### src/rtl/xcvr_pkg.sv
package xcvr_pkg;

  typedef enum logic [1:0] {
    DIR_NONE = 2'b00,
    DIR_TO_B = 2'b01,
    DIR_TO_A = 2'b10,
    DIR_BOTH = 2'b11
  } lane_dir_e;

  // B enable is active high, A enable is active low.
  function automatic lane_dir_e dir_decode(input logic en_b, input logic en_a_n);
    case ({~en_a_n, en_b})
      2'b01:   return DIR_TO_B;
      2'b10:   return DIR_TO_A;
      2'b11:   return DIR_BOTH;
      default: return DIR_NONE;
    endcase
  endfunction

endpackage

### src/rtl/rise_detect.sv
module rise_detect #(
  parameter int N = 4
) (
  input  logic         clk,
  input  logic         rst_n,
  input  logic [N-1:0] level,
  output logic [N-1:0] rise
);

  logic [N-1:0] prev_q;
  logic [N-1:0] prev_d;

  always_comb begin
    prev_d = level;
  end

  always_ff @(posedge clk or negedge rst_n) begin
    if (!rst_n) prev_q <= '0;
    else        prev_q <= prev_d;
  end

  assign rise = level & ~prev_q;

endmodule

### src/rtl/xcvr_lane.sv
module xcvr_lane
  import xcvr_pkg::*;
#(
  parameter int W = 8
) (
  input  logic         clk,
  input  logic         rst_n,
  input  logic         ld_a,
  input  logic         ld_b,
  input  logic         sel_a2b,
  input  logic         sel_b2a,
  input  logic         en_b,
  input  logic         en_a_n,
  input  logic [W-1:0] a_in,
  input  logic [W-1:0] b_in,
  output logic [W-1:0] a_out,
  output logic [W-1:0] b_out,
  output logic         a_oe,
  output logic         b_oe
);

  lane_dir_e    dir;
  logic         keep;
  logic [W-1:0] ra_q, ra_d;
  logic [W-1:0] rb_q, rb_d;
  logic [W-1:0] ha_q, ha_d;
  logic [W-1:0] hb_q, hb_d;
  logic [W-1:0] a_bus, b_bus;

  always_comb begin
    dir  = dir_decode(en_b, en_a_n);
    a_oe = (dir == DIR_TO_A) || (dir == DIR_BOTH);
    b_oe = (dir == DIR_TO_B) || (dir == DIR_BOTH);
    keep = (dir == DIR_BOTH) && !sel_a2b && !sel_b2a;
  end

  // Output sources resolved case by case so no structural loop exists.
  always_comb begin
    if (keep)                  a_out = ha_q;
    else if (sel_b2a)          a_out = rb_q;
    else if (b_oe && sel_a2b)  a_out = ra_q;
    else                       a_out = b_in;

    if (keep)                  b_out = hb_q;
    else if (sel_a2b)          b_out = ra_q;
    else if (a_oe && sel_b2a)  b_out = rb_q;
    else                       b_out = a_in;
  end

  always_comb begin
    a_bus = a_oe ? a_out : a_in;
    b_bus = b_oe ? b_out : b_in;
  end

  always_comb begin
    ra_d = ld_a ? a_bus : ra_q;
    rb_d = ld_b ? b_bus : rb_q;
    ha_d = keep ? ha_q  : a_bus;
    hb_d = keep ? hb_q  : b_bus;
  end

  always_ff @(posedge clk or negedge rst_n) begin
    if (!rst_n) begin
      ra_q <= '0;
      rb_q <= '0;
      ha_q <= '0;
      hb_q <= '0;
    end else begin
      ra_q <= ra_d;
      rb_q <= rb_d;
      ha_q <= ha_d;
      hb_q <= hb_d;
    end
  end

endmodule

### src/rtl/bus_xcvr_bank.sv
module bus_xcvr_bank #(
  parameter int LANES  = 4,
  parameter int LANE_W = 8
) (
  input  logic                    clk,
  input  logic                    rst_n,
  input  logic [LANES*LANE_W-1:0] a_in,
  output logic [LANES*LANE_W-1:0] a_out,
  output logic [LANES-1:0]        a_oe,
  input  logic [LANES*LANE_W-1:0] b_in,
  output logic [LANES*LANE_W-1:0] b_out,
  output logic [LANES-1:0]        b_oe,
  input  logic [LANES-1:0]        a_load,
  input  logic [LANES-1:0]        b_load,
  input  logic [LANES-1:0]        a2b_stored,
  input  logic [LANES-1:0]        b2a_stored,
  input  logic [LANES-1:0]        drive_b,
  input  logic [LANES-1:0]        drive_a_n
);

  localparam int BUS_W = LANES * LANE_W;

  logic [LANES-1:0] ld_a_rise;
  logic [LANES-1:0] ld_b_rise;

  rise_detect #(.N(LANES)) u_rise_a (
    .clk   (clk),
    .rst_n (rst_n),
    .level (a_load),
    .rise  (ld_a_rise)
  );

  rise_detect #(.N(LANES)) u_rise_b (
    .clk   (clk),
    .rst_n (rst_n),
    .level (b_load),
    .rise  (ld_b_rise)
  );

  for (genvar g = 0; g < LANES; g++) begin : g_lane
    xcvr_lane #(.W(LANE_W)) u_lane (
      .clk     (clk),
      .rst_n   (rst_n),
      .ld_a    (ld_a_rise[g]),
      .ld_b    (ld_b_rise[g]),
      .sel_a2b (a2b_stored[g]),
      .sel_b2a (b2a_stored[g]),
      .en_b    (drive_b[g]),
      .en_a_n  (drive_a_n[g]),
      .a_in    (a_in[g*LANE_W +: LANE_W]),
      .b_in    (b_in[g*LANE_W +: LANE_W]),
      .a_out   (a_out[g*LANE_W +: LANE_W]),
      .b_out   (b_out[g*LANE_W +: LANE_W]),
      .a_oe    (a_oe[g]),
      .b_oe    (b_oe[g])
    );
  end

  if (BUS_W != LANES * LANE_W) begin : g_bad_width
    $error("bus width mismatch");
  end

endmodule

### config.mk
export PLATFORM = sky130hd
export DESIGN_NAME = bus_xcvr_bank
export DESIGN_NICKNAME = d
export VERILOG_FILES = /design/src/rtl/xcvr_pkg.sv /design/src/rtl/rise_detect.sv /design/src/rtl/xcvr_lane.sv /design/src/rtl/bus_xcvr_bank.sv
export SDC_FILE = /design/constraint.sdc
export NUM_CORES = 1
export LEC_CHECK = 0
export BUFFER_PORTS_ARGS = -buffer_cell sky130_fd_sc_hd__buf_2
export CAP_MARGIN = 5
export CORE_MARGIN = 4
export CORE_UTILIZATION = 25
export DETAILED_ROUTE_END_ITERATION = 7
export GPL_TIMING_DRIVEN = 0
export PLACE_DENSITY = 0.49
export SYNTH_ARGS = -nofsm -noshare
export SYNTH_HDL_FRONTEND = slang
export SYNTH_SLANG_ARGS = --single-unit
### constraint.sdc
create_clock -name clk -period 4.1 [get_ports clk]
set_input_delay 0.82 -clock clk [delete_from_list [all_inputs] [get_ports clk]]
set_output_delay 0.82 -clock clk [all_outputs]
set_load 0.02 [all_outputs]
# [After elaboration in Yosys (flattened, before gate mapping)]
# Index checks and enable logic that the tools add are counted.
[word_totals] out_inout_bits=72 inputBits=90 wordCells=118 regBits=136
[classes] bitwise=8 reduce_logical=32 eq_ne=24 mux=36
[ops] cell="$mux W8" n=32
[ops] cell="$eq A2 B2 Y1 const B" n=16
[ops] cell="$pmux W2 S3" n=4
[ops] cell="$eq A2 B1 Y1 const B" n=8
[ops] cell="$logic_and A1 B1 Y1" n=16
[ops] cell="$and A4 B4 Y4" n=2
[ops] cell="$logic_not A1 Y1" n=8
[ops] cell="$logic_or A1 B1 Y1" n=8
[ops] cell="$not A4 Y4" n=2
[ops] cell="$not A1 Y1" n=4

# [Logic depth before layout (Yosys ltp)]
[depth] word_depth=10 depth_mapped=6 ltp_nobuf=4

# [Hierarchy]
# Synthesis repeated with hierarchy kept, for this count alone.
[unflattened] cells_unflattened=856 area_unflattened_um2=8343.0
[by_module_without_submodules] mod="xcvr_lane" n_inst=4 cells_each=210 seq_area_each_um2=800.8 area_each_um2=2008.2
[by_module_without_submodules] mod="rise_detect" n_inst=2 cells_each=8 seq_area_each_um2=100.1 area_each_um2=155.1

# [Least setup slack after synthesis]
# OpenSTA, ideal clock, no wires.
[synth_timing] kind="input -> output" start="input b2a_stored[0]" end="output a_out[3]" t_required_ps=3280 path_slack_ps=1285 path_stages=4 t_arrival_ps=1995 path_buffers=2 cell_sequence="clkbuf_2 buf_1 a211oi_1 o31ai_1"
[synth_via] elab_chain_len=3 word_cells_on_any_way=4 cone_classes="2 x mux; 2 x reduce/logical"
[synth_lines] element="start: declaration" line_no="bus_xcvr_bank.sv:16" source="input logic [LANES-1:0] b2a_stored,"
[synth_lines] element="$logic_not A1 Y1" line_no="xcvr_lane.sv:34" source="keep = (dir == DIR_BOTH) && !sel_a2b && !sel_b2a;"
[synth_lines] element="$logic_and A1 B1 Y1" line_no="xcvr_lane.sv:34"
[synth_lines] element="$mux W8 (*)" line_no="xcvr_lane.sv:39" source="if (keep) a_out = ha_q;"
[synth_lines] element="end: declaration" line_no="bus_xcvr_bank.sv:8" source="output logic [LANES*LANE_W-1:0] a_out,"
# Mark *: on every way between the ends. The rest lies on a longest branch, timed or not.

# [Worst setup path after layout]
[layout_timing] start="input drive_a_n[3]" end="output b_out[29]"
[layout_via] elab_chain_len=9 word_cells_on_any_way=14 cone_classes="5 x eq/ne; 4 x mux; 1 x bitwise; 4 x reduce/logical"
[layout_lines] element="start: declaration" line_no="bus_xcvr_bank.sv:18" source="input logic [LANES-1:0] drive_a_n"
[layout_lines] element="$not A1 Y1 (*)" line_no="xcvr_pkg.sv:12" source="case ({~en_a_n, en_b})"
[layout_lines] element="$eq A2 B2 Y1 or $eq A2 B1 Y1 (tied branches)" line_no="xcvr_pkg.sv:12"
[layout_lines] element="$pmux W2 S3 (*)" line_no="xcvr_pkg.sv:12"
[layout_lines] element="$eq A2 B2 Y1 (on tied branches)" line_no="xcvr_lane.sv:32, xcvr_lane.sv:34"
[layout_lines] element="$logic_or A1 B1 Y1" line_no="xcvr_lane.sv:32" source="a_oe = (dir == DIR_TO_A) || (dir == DIR_BOTH);"
[layout_lines] element="$logic_and A1 B1 Y1" line_no="xcvr_lane.sv:46" source="else if (a_oe && sel_b2a) b_out = rb_q;"
[layout_lines] element="$mux W8" line_no="xcvr_lane.sv:46"
[layout_lines] element="$mux W8" line_no="xcvr_lane.sv:45" source="else if (sel_a2b) b_out = ra_q;"
[layout_lines] element="$mux W8 (*)" line_no="xcvr_lane.sv:44" source="if (keep) b_out = hb_q;"
[layout_lines] element="end: declaration" line_no="bus_xcvr_bank.sv:11" source="output logic [LANES*LANE_W-1:0] b_out,"
# Marks and branches as above.

==> qor.csv <==
metric,value,unit
hold_buf cts,0,
initial drt markers,411,
WP data required,3.28,ns
"count leader, synth",dfrtp_1,
Worst R2R Setup Slack,2.52,ns
pin count of the biggest net entering global routing,71,
Root Driver,clkbuf_16,
Ys Warns,0,
Post-Syn Instances,864,
clock sinks,136,
number of port buffers,153,
Routed WL,25100,um
final slew viol count,0,
core area,0.03180,mm^2
Worst Setup Path Type,in -> out,
first-pass GRT wire length,41020,um
Synth area leaders,"dfrtp_1 42%, o31ai_2 4.5%, mux2_2 4.4%, nor2_1 4.4%, o221a_2 4.4%",
CTS resizes,0,
worst-margin pin slew,0.6974,ns
Vias/cell,4.672,
Seq cells post-synth,136,
"top cells by count, synth","136 x dfrtp_1, 96 x nor2_1, 68 x nand2_1, 64 x a21oi_1, 64 x inv_1",
IO Count,162,
"Reg clk slew, reported paths",0.07,ns
Final Cycle Share,0.7872,
worst reg2reg path depth,5,
pwr dens,427.0,mW/mm^2
chip width,188.1,um
Min Hold Slack,0.3777,ns
register area share after synthesis,0.4197,
Vert. Die Dim,188.1,um
Worst Path Arrival,2.41,ns
gr ovfl total,0,
Post-synth EDFFs,0,
GRT Util Overall,0.1434,
final setup fails,0,
TritonCTS clock tree,done,
H-Tree Depth,4,
CP Launch Type,input port,
via count,6933,
mapped cell area,0.008109,mm^2
DRT Pass-1 Iters,5,
total CTS buffers,17,
r2r startpoint,u_rise_b.prev_q[3],
Clock Skews,0.01597,ns
synth-to-layout area growth,23.93,%
Max Fclk,309.9,MHz
Initial Utilization,0.2550,
layout cells sized above 1,0.3308,
VDD IR-drop max,0.2835,mV
initial antenna violation count,1,
post-DR wirelength/cell,16.92,um
"Primary FF master, synth",dfrtp_1,
Crit. End Element,output port,
sum of negative setup slack,0,ns
setup bufs post-CTS,0,
Antenna diodes,0,
dpl hpwl,19610,um
R2R Path End,g_lane[3].u_lane.rb_q[6],
DRC violations left,0,
Final ANT Viol Nets,0,
syn avg cell area,9.385,um^2
Rel. slew slack,0.5351,
vias in the first global route,7198,
Mapped Nets,954,
largest area contributor in the netlist,dfrtp_1,
share of the synthesized area in the top cell type,0.4197,
Cell variety after synth,28,
ys async rst share,1.000,
outcome,finished clean,
CTS Buffer Depth,2,
Routability Congestion,0.8259,
Leak,4.136,nW
# nets final,1127,
minimum clock period,3.227,ns
max-cap viol count,0,
endpoints failing hold,0,
row cnt,65,
DIE AREA,0.03538,mm^2
"Max FO, Critical Path",10,
Clock Latency Late Sink,0.44,ns
RSZ-0062 raised after global routing,false,
Hold Crit Class,in -> async,
cell usage in the layout, fill, tap and decap left out:
master and n:
mux2_2 32, or3_1 32, nand3b_1 32, nor2_1 96, inv_6 4, buf_6 4
clkinvlp_4 3, nand2_1 68, clkbuf_1 23, nor2b_2 3, buf_16 1, a211oi_1 32
inv_2 4, clkinv_2 3, a32oi_2 6, clkinv_4 1, nor2b_1 40, buf_1 14
o31ai_1 3, clkbuf_2 3, o31ai_2 29, and2b_4 1, a32oi_1 26, inv_1 64
and2_1 8, buf_2 182, a221oi_1 32, a21boi_0 32, dfrtp_1 136, buf_4 15
nor4b_4 4, bufinv_16 3, o221a_2 32, clkbuf_16 17, a21oi_1 64
kinds of logic after synthesis:
logic type,count (synthesis),share of synthesized area
flops,136,0.4197
simple gates,284,0.1835
buf+inv,156,0.08702
compound gates,256,0.2654
mux,32,0.04444
state kept, by name, summed over array words and instances (netlist names):
register / count
g_lane.u_lane.hb_q: 32
g_lane.u_lane.ha_q: 32
g_lane.u_lane.ra_q: 32
u_rise_b.prev_q: 4
u_rise_a.prev_q: 4
g_lane.u_lane.rb_q: 32
worst max-delay path by stage:
stage                  startpoint                       end  slack (ns)  depth (start not counted)
floorplan           b2a_stored[0]                  a_out[3]        1.29                          4
global placement            rst_n  g_lane[1].u_lane.rb_q[1]        0.04                          1
detailed placement   drive_a_n[3]                 b_out[29]        0.86                          8
CTS                  drive_a_n[3]                 b_out[29]        0.86                          8
global route         drive_a_n[3]                 b_out[29]        0.75                          8
finish               drive_a_n[3]                 b_out[29]        0.87                          8
per-layer routing:
metal  up-vias  part of all wire  global-route usage
met3        28             0.035             0.02848
met1      3300              0.49              0.1988
met4         2             0.019             0.04800
li1       3457                 -                   -
met5         -           0.00080                   0
met2       146              0.46              0.2242
final cells by class:
type	instances	area (um^2)
Sequential cell	136	3403
Multi-Input combinational cell	572	4000
Clock inverter	14	171.4
Buffer	88	450.4
Tap cell	435	544.3
Fill cell	3368	21750
Timing Repair Buffer	154	799.5
Clock buffer	17	425.4
Inverter	68	255.2
stage by stage:
stage                 util  instance area, um^2  power (mW)  setup WS, ns  std cells
floorplan                -                 8109       2.322         1.285        864
global route        0.3160                10050       4.543        0.7541       1484
finish              0.3160                10050       4.291        0.8727       1484
global placement    0.2962                 9419       2.690       0.03856       1452
CTS                 0.3160                10050       4.363        0.8617       1484
detailed placement  0.2973                 9453       2.701        0.8613       1453
report_power, final:
part | leakage, nW | internal (mW) | total (mW) | switching, mW
logic | 2.34 | 0.415 | 1.01 | 0.597
clock network | 0.286 | 0.958 | 1.62 | 0.661
registers | 1.51 | 1.53 | 1.66 | 0.134
worst max-delay path, stage by stage:
cell and delay (ns):
buf_2 0.10, buf_4 0.17, nor4b_4 0.43, buf_6 0.22, a21oi_1 0.07, a32oi_2 0.35
inv_1 0.07, buf_2 0.17
(Power assumes the default switching activity.)
